[config.mk]
export PLATFORM = sky130hd
export DESIGN_NAME = tclk_front
export DESIGN_NICKNAME = d
export VERILOG_FILES = /design/src/rtl/tclk_pkg.sv /design/src/rtl/tclk_gate.sv /design/src/rtl/tclk_prescale.sv /design/src/rtl/tclk_extedge.sv /design/src/rtl/tclk_front.sv
export SDC_FILE = /design/constraint.sdc
export NUM_CORES = 1
export LEC_CHECK = 0
export ABC_AREA = 1
export ABC_CLOCK_PERIOD_IN_PS = 3200
export BUFFER_PORTS_ARGS = -buffer_cell sky130_fd_sc_hd__buf_2
export CAP_MARGIN = 10
export CORE_ASPECT_RATIO = 1.75
export CORE_UTILIZATION = 50
export CTS_BUF_LIST = sky130_fd_sc_hd__clkbuf_8
export DETAILED_ROUTE_END_ITERATION = 8
export GPL_TIMING_DRIVEN = 0
export PLACE_DENSITY = 0.7
export SYNTH_ARGS = -nofsm -noshare
export SYNTH_HDL_FRONTEND = slang
export SYNTH_SLANG_ARGS = --single-unit
[constraint.sdc]
create_clock -name clk -period 3.2 [get_ports clk]
set_input_delay 0.16 -clock clk [delete_from_list [all_inputs] [get_ports clk]]
set_output_delay 0.16 -clock clk [all_outputs]
set_load 0.01 [all_outputs]
[src/rtl/tclk_pkg.sv]
package tclk_pkg;

    localparam int NUM_INT   = 4;
    localparam int SRC_W     = 3;
    localparam int DIV_W     = 4;
    localparam int PS_W      = (1 << DIV_W) - 1;
    localparam int IDX_W     = $clog2(NUM_INT);
    localparam int NUM_STOP  = NUM_INT + 1;
    localparam int DUMMY_N   = 2;

    localparam logic [SRC_W-1:0] SRC_PIN     = 3'd4;
    localparam logic [SRC_W-1:0] SRC_PIN_INV = 3'd5;

    typedef enum logic [1:0] {
        KIND_INT  = 2'd0,
        KIND_EXT  = 2'd1,
        KIND_NONE = 2'd2
    } src_kind_e;

    typedef struct packed {
        logic [SRC_W-1:0] src;
        logic [DIV_W-1:0] div;
        logic             dbrun;
    } tclk_cfg_t;

    function automatic src_kind_e kind_of(input logic [SRC_W-1:0] s);
        if (int'(s) < NUM_INT)                    return KIND_INT;
        else if (s == SRC_PIN || s == SRC_PIN_INV) return KIND_EXT;
        else                                       return KIND_NONE;
    endfunction

    function automatic logic [PS_W-1:0] div_mask(input logic [DIV_W-1:0] d);
        logic [PS_W-1:0] one;
        one = {{(PS_W-1){1'b0}}, 1'b1};
        return (one << d) - one;
    endfunction

endpackage

[src/rtl/tclk_gate.sv]
module tclk_gate
    import tclk_pkg::*;
(
    input  tclk_cfg_t           cfg,
    input  logic                sleep_i,
    input  logic                debug_i,
    input  logic [NUM_STOP-1:0] sleep_stop_i,
    output src_kind_e           kind,
    output logic                stop_sel,
    output logic                run
);
    logic [$clog2(NUM_STOP)-1:0] stop_idx;

    always_comb begin
        kind     = kind_of(cfg.src);
        stop_idx = (kind == KIND_INT) ? cfg.src[$clog2(NUM_STOP)-1:0]
                                      : $clog2(NUM_STOP)'(NUM_INT);
        stop_sel = sleep_stop_i[stop_idx];
        run      = !(sleep_i && stop_sel) && !(debug_i && !cfg.dbrun)
                   && (kind != KIND_NONE);
    end
endmodule

[src/rtl/tclk_prescale.sv]
module tclk_prescale
    import tclk_pkg::*;
(
    input  logic             clk,
    input  logic             rst,
    input  logic             clr,
    input  logic             adv,
    input  logic [DIV_W-1:0] div,
    output logic             pulse
);
    logic [PS_W-1:0] cnt;
    logic [PS_W-1:0] mask;

    always_comb begin
        mask  = div_mask(div);
        pulse = adv && (cnt == mask);
    end

    always_ff @(posedge clk) begin
        if (rst || clr)  cnt <= '0;
        else if (adv)    cnt <= pulse ? '0 : cnt + 1'b1;
    end

    AST_PS_RANGE: assert property (@(posedge clk) disable iff (rst)
        cnt <= mask);
    AST_PS_FREEZE: assert property (@(posedge clk) disable iff (rst)
        (!adv && !clr) |=> $stable(cnt));
endmodule

[src/rtl/tclk_extedge.sv]
module tclk_extedge
    import tclk_pkg::*;
(
    input  logic clk,
    input  logic rst,
    input  logic clr,
    input  logic en,
    input  logic inv,
    input  logic pin,
    output logic pulse
);
    logic       sync1, sync2, hist;
    logic       rise, fall, qual;
    logic [1:0] dummy;

    always_ff @(posedge clk) begin
        if (rst) begin
            sync1 <= 1'b0;
            sync2 <= 1'b0;
            hist  <= 1'b0;
        end else begin
            sync1 <= pin;
            sync2 <= sync1;
            hist  <= sync2;
        end
    end

    always_comb begin
        rise  = sync2 && !hist;
        fall  = !sync2 && hist;
        qual  = en && (inv ? fall : rise);
        pulse = qual && (dummy == 2'(DUMMY_N));
    end

    always_ff @(posedge clk) begin
        if (rst || clr)                          dummy <= '0;
        else if (qual && dummy != 2'(DUMMY_N))   dummy <= dummy + 1'b1;
    end

    AST_DUMMY_RANGE: assert property (@(posedge clk) disable iff (rst)
        dummy <= 2'(DUMMY_N));
    AST_EXT_SINGLE: assert property (@(posedge clk) disable iff (rst)
        pulse |=> !pulse);
endmodule

[src/rtl/tclk_front.sv]
module tclk_front
    import tclk_pkg::*;
(
    input  logic                clk,
    input  logic                rst,
    input  logic                cfg_we,
    input  logic [SRC_W-1:0]    cfg_src,
    input  logic [DIV_W-1:0]    cfg_div,
    input  logic                cfg_dbrun,
    input  logic                sleep_i,
    input  logic                debug_i,
    input  logic [NUM_STOP-1:0] sleep_stop_i,
    input  logic [NUM_INT-1:0]  src_tick_i,
    input  logic                ext_pin_i,
    output logic                cnt_en_o
);
    tclk_cfg_t  cfg;
    src_kind_e  kind;
    logic       stop_sel, run;
    logic       tick_sel, ps_adv, ps_pulse;
    logic       ext_en, ext_pulse;
    logic       cnt_en_q;

    always_ff @(posedge clk) begin
        if (rst)         cfg <= '{src: '0, div: '0, dbrun: 1'b0};
        else if (cfg_we) cfg <= '{src: cfg_src, div: cfg_div, dbrun: cfg_dbrun};
    end

    tclk_gate u_gate (
        .cfg          (cfg),
        .sleep_i      (sleep_i),
        .debug_i      (debug_i),
        .sleep_stop_i (sleep_stop_i),
        .kind         (kind),
        .stop_sel     (stop_sel),
        .run          (run)
    );

    always_comb begin
        tick_sel = 1'b0;
        for (int i = 0; i < NUM_INT; i++)
            if (cfg.src[IDX_W-1:0] == IDX_W'(i)) tick_sel = src_tick_i[i];
        ps_adv = run && (kind == KIND_INT) && tick_sel;
        ext_en = run && (kind == KIND_EXT);
    end

    tclk_prescale u_ps (
        .clk   (clk),
        .rst   (rst),
        .clr   (cfg_we),
        .adv   (ps_adv),
        .div   (cfg.div),
        .pulse (ps_pulse)
    );

    tclk_extedge u_ext (
        .clk   (clk),
        .rst   (rst),
        .clr   (cfg_we),
        .en    (ext_en),
        .inv   (cfg.src == SRC_PIN_INV),
        .pin   (ext_pin_i),
        .pulse (ext_pulse)
    );

    always_ff @(posedge clk) begin
        if (rst) cnt_en_q <= 1'b0;
        else     cnt_en_q <= ps_pulse || ext_pulse;
    end

    assign cnt_en_o = cnt_en_q;

    AST_SLEEP_GATE: assert property (@(posedge clk) disable iff (rst)
        (sleep_i && stop_sel) |=> !cnt_en_o);
    AST_DEBUG_GATE: assert property (@(posedge clk) disable iff (rst)
        (debug_i && !cfg.dbrun) |=> !cnt_en_o);
    AST_NO_SOURCE: assert property (@(posedge clk) disable iff (rst)
        (kind == KIND_NONE) |=> !cnt_en_o);
endmodule

==> impl_metrics.env <==
export IMPL_io_pins=24
export IMPL_root_buffer="clkbuf_8"
export IMPL_gr_usage_all_layers_pct=27.4
export IMPL_area_delta_synth_final_pct=14.3
export IMPL_endpoint_kind="flop"
export IMPL_postCtsResizedCells=0
export IMPL_place_detailed_hpwl_um=4250
export IMPL_grt_overflow=0
export IMPL_fp_row_count=30
export IMPL_p_leak_nw=1.10
export IMPL_die_w_um=50.3
export IMPL_wirelength_um=5230
export IMPL_syn_area_per_cell_um2=6.12
export IMPL_grt_pass1_vias=2014
export IMPL_cts_hold_fix_buffers=0
export IMPL_synth_distinct_cells=33
export IMPL_dieArea_mm2=0.00436
export IMPL_clock_sinks=29
export IMPL_status="finished clean"
export IMPL_clk_latency_ns=0.28
export IMPL_fill_cells=423
export IMPL_min_path_type="input pin to flop"
export IMPL_worst_slew_pin_slew_ns=0.764
export IMPL_arrival_ns=2.45
export IMPL_synth_fp_nets=360
export IMPL_total_power_mw=0.971
export IMPL_drt_iter0_markers=44
export IMPL_fmax_ghz=0.438
export IMPL_irDropWorstVdd_v=0.000298
export IMPL_port_buffers=23
export IMPL_clkTransAtPathRegs_ns=0.07
export IMPL_core_region_area_mm2=0.00390
export IMPL_period_share_pct=71.3
export IMPL_relSlewSlack_pct=48.9
export IMPL_synth_seq_cells=29
export IMPL_fin_tns_setup_ns=0
export IMPL_vias_per_cell=5.13
export IMPL_required_ns=3.37
export IMPL_ctsHtreeMaxLevel=2
export IMPL_cap_violations=0
export IMPL_grt_pass1_wl_um=8920
export IMPL_setup_violations=0
export IMPL_drive_above_1_share_pct=15.9
export IMPL_ys_warn_count=0
export IMPL_die_h_um=86.6
export IMPL_syn_cell_area_mm2=0.00204
export IMPL_post_route_min_period_ns=2.28
export IMPL_yosysSeqAreaShare_pct=28.4
export IMPL_tritoncts="yes"
export IMPL_cts_setup_buffers=0
export IMPL_start_kind="flop"
export IMPL_vias=2119
export IMPL_initial_core_util_pct=52.3
export IMPL_multi_input_area_mm2=0.00126
export IMPL_timing_hold_ws_ns=0.0882
export IMPL_drt_wirelength_per_cell_um=12.7
export IMPL_final_seq_area_um2=581
export IMPL_hold_violations=0
export IMPL_clock_path_buffers=2
export IMPL_antenna_cells=0
export IMPL_drc=0
export IMPL_final_antenna_net_count=0
export IMPL_rsz0062_at_grt="no"
export IMPL_critical_path_class="flop to flop"
export IMPL_final_nets=390
export IMPL_maxSlewViolCount=0
export IMPL_place_gp_congestion=0.954
export IMPL_fin_skew_ns=0.00692
export IMPL_grt_max_degree=11
export IMPL_first_pass_iters=4
export IMPL_cp_max_fo=9
export IMPL_synthCells=334
export IMPL_numCtsBuffers=5
export IMPL_antenna_found_initial=0
export IMPL_power_density_mw_per_mm2=416
-- flip-flops by register name, indices dropped and copies added, names as in the netlist --
name         cells
cfg              8
cnt_en_o         1
u_ext.hist       1
u_ps.cnt        15
u_ext.sync2      1
u_ext.dummy      2
u_ext.sync1      1
-- worst max-delay path, stage by stage (launching register included) --
cell     delay (ns)
dfxtp_1        0.30
buf_4          0.16
nor2_2         0.21
nand2_1        0.11
ha_1           0.26
inv_1          0.11
nand2_1        0.05
nand2_1        0.06
nand2_1        0.05
nand2_1        0.12
nand2_1        0.06
nor2_1         0.10
nand2_1        0.07
nor2_2         0.11
nand3_2        0.13
nand2_2        0.18
nor2_1         0.07
-- through the flow --
step | util, % | setup WS [ns] | std cells | cell area, µm²
floorplan | - | 1.32 | 334 | 2040
global placement | 56.8 | 0.950 | 405 | 2220
detailed placement | 56.8 | 0.928 | 405 | 2220
CTS | 59.8 | 0.914 | 413 | 2330
global route | 59.8 | 0.686 | 413 | 2330
finish | 59.8 | 0.919 | 413 | 2330
-- cell type report --
class,count,share of cell area (%)
Buffer,5,1.61
Clock buffer,6,3.54
Clock inverter,2,1.45
Inverter,42,7.02
Multi-Input combinational cell,258,54.0
Sequential cell,29,24.9
Tap cell,48,2.57
Timing Repair Buffer,23,4.93
-- cells by family (layout without fill, tap and decap cells) --
family / count (synthesis) / count (layout) / synth area share, %
AND/OR/NAND/NOR: 218 / 218 / 47.9
buffers and inverters: 47 / 78 / 9.86
AO/OA/AOI/OAI: 30 / 30 / 8.57
flip-flops: 29 / 29 / 28.4
XOR/XNOR: 7 / 7 / 3.37
adder cells (fa/ha/maj): 3 / 3 / 1.84
-- power by group --
| part | internal (mW) | switching, mW | leakage [nW] |
|---|---|---|---|
| combinational | 0.0676 | 0.126 | 0.800 |
| clock | 0.251 | 0.148 | 0.0626 |
| sequential | 0.370 | 0.00819 | 0.236 |
| total | 0.688 | 0.282 | 1.10 |
-- layer usage --
metal	vias up	GRT usage, %	routed length (µm)
met3	21	3.33	159
met4	0	17.4	292
met1	918	26.4	1970
li1	1123	-	-
met2	57	52.4	2810
met5	-	0	0
-- synth_stat cells (all sizes together) --
cell type	number	share of area, %
nor2	58	13
ha	3	1.8
a211oi	8	2.9
o21ai	12	2.9
a22oi	1	0.37
xnor2	1	0.80
dfxtp	29	28
and3	1	0.31
buf	3	1.5
nand2	112	21
and2	1	0.31
xor2	6	2.6
nor3	8	3.2
o21a	1	0.37
clkbuf	2	0.37
clkinv	1	0.24
nand3	35	9.4
inv	41	7.8
nand4	3	0.92
a21oi	8	2.0
-- path summary, 6_finish.rpt --
path,slack [ns],start,cells after the start,to
worst max-delay path,0.92,cfg[2],16,u_ps.cnt[9]
worst min-delay path,0.09,ext_pin_i,3,u_ext.sync1
worst max register to register,0.92,cfg[2],16,u_ps.cnt[9]
worst min register to register,0.41,u_ext.sync1,2,u_ext.sync2
-- cells in the final DEF (no fill, tap or decap), drive strengths merged --
master  count
nor3        8
o21a        1
clkinv      1
nand2     112
ha          3
o21ai      12
a22oi       1
clkbuf      8
nand3      35
nor2       58
bufinv      1
and3        1
inv        42
nand4       3
a211oi      8
buf        26
xnor2       1
and2        1
xor2        6
dfxtp      29
a21oi       8
(Power assumes the default switching activity.)
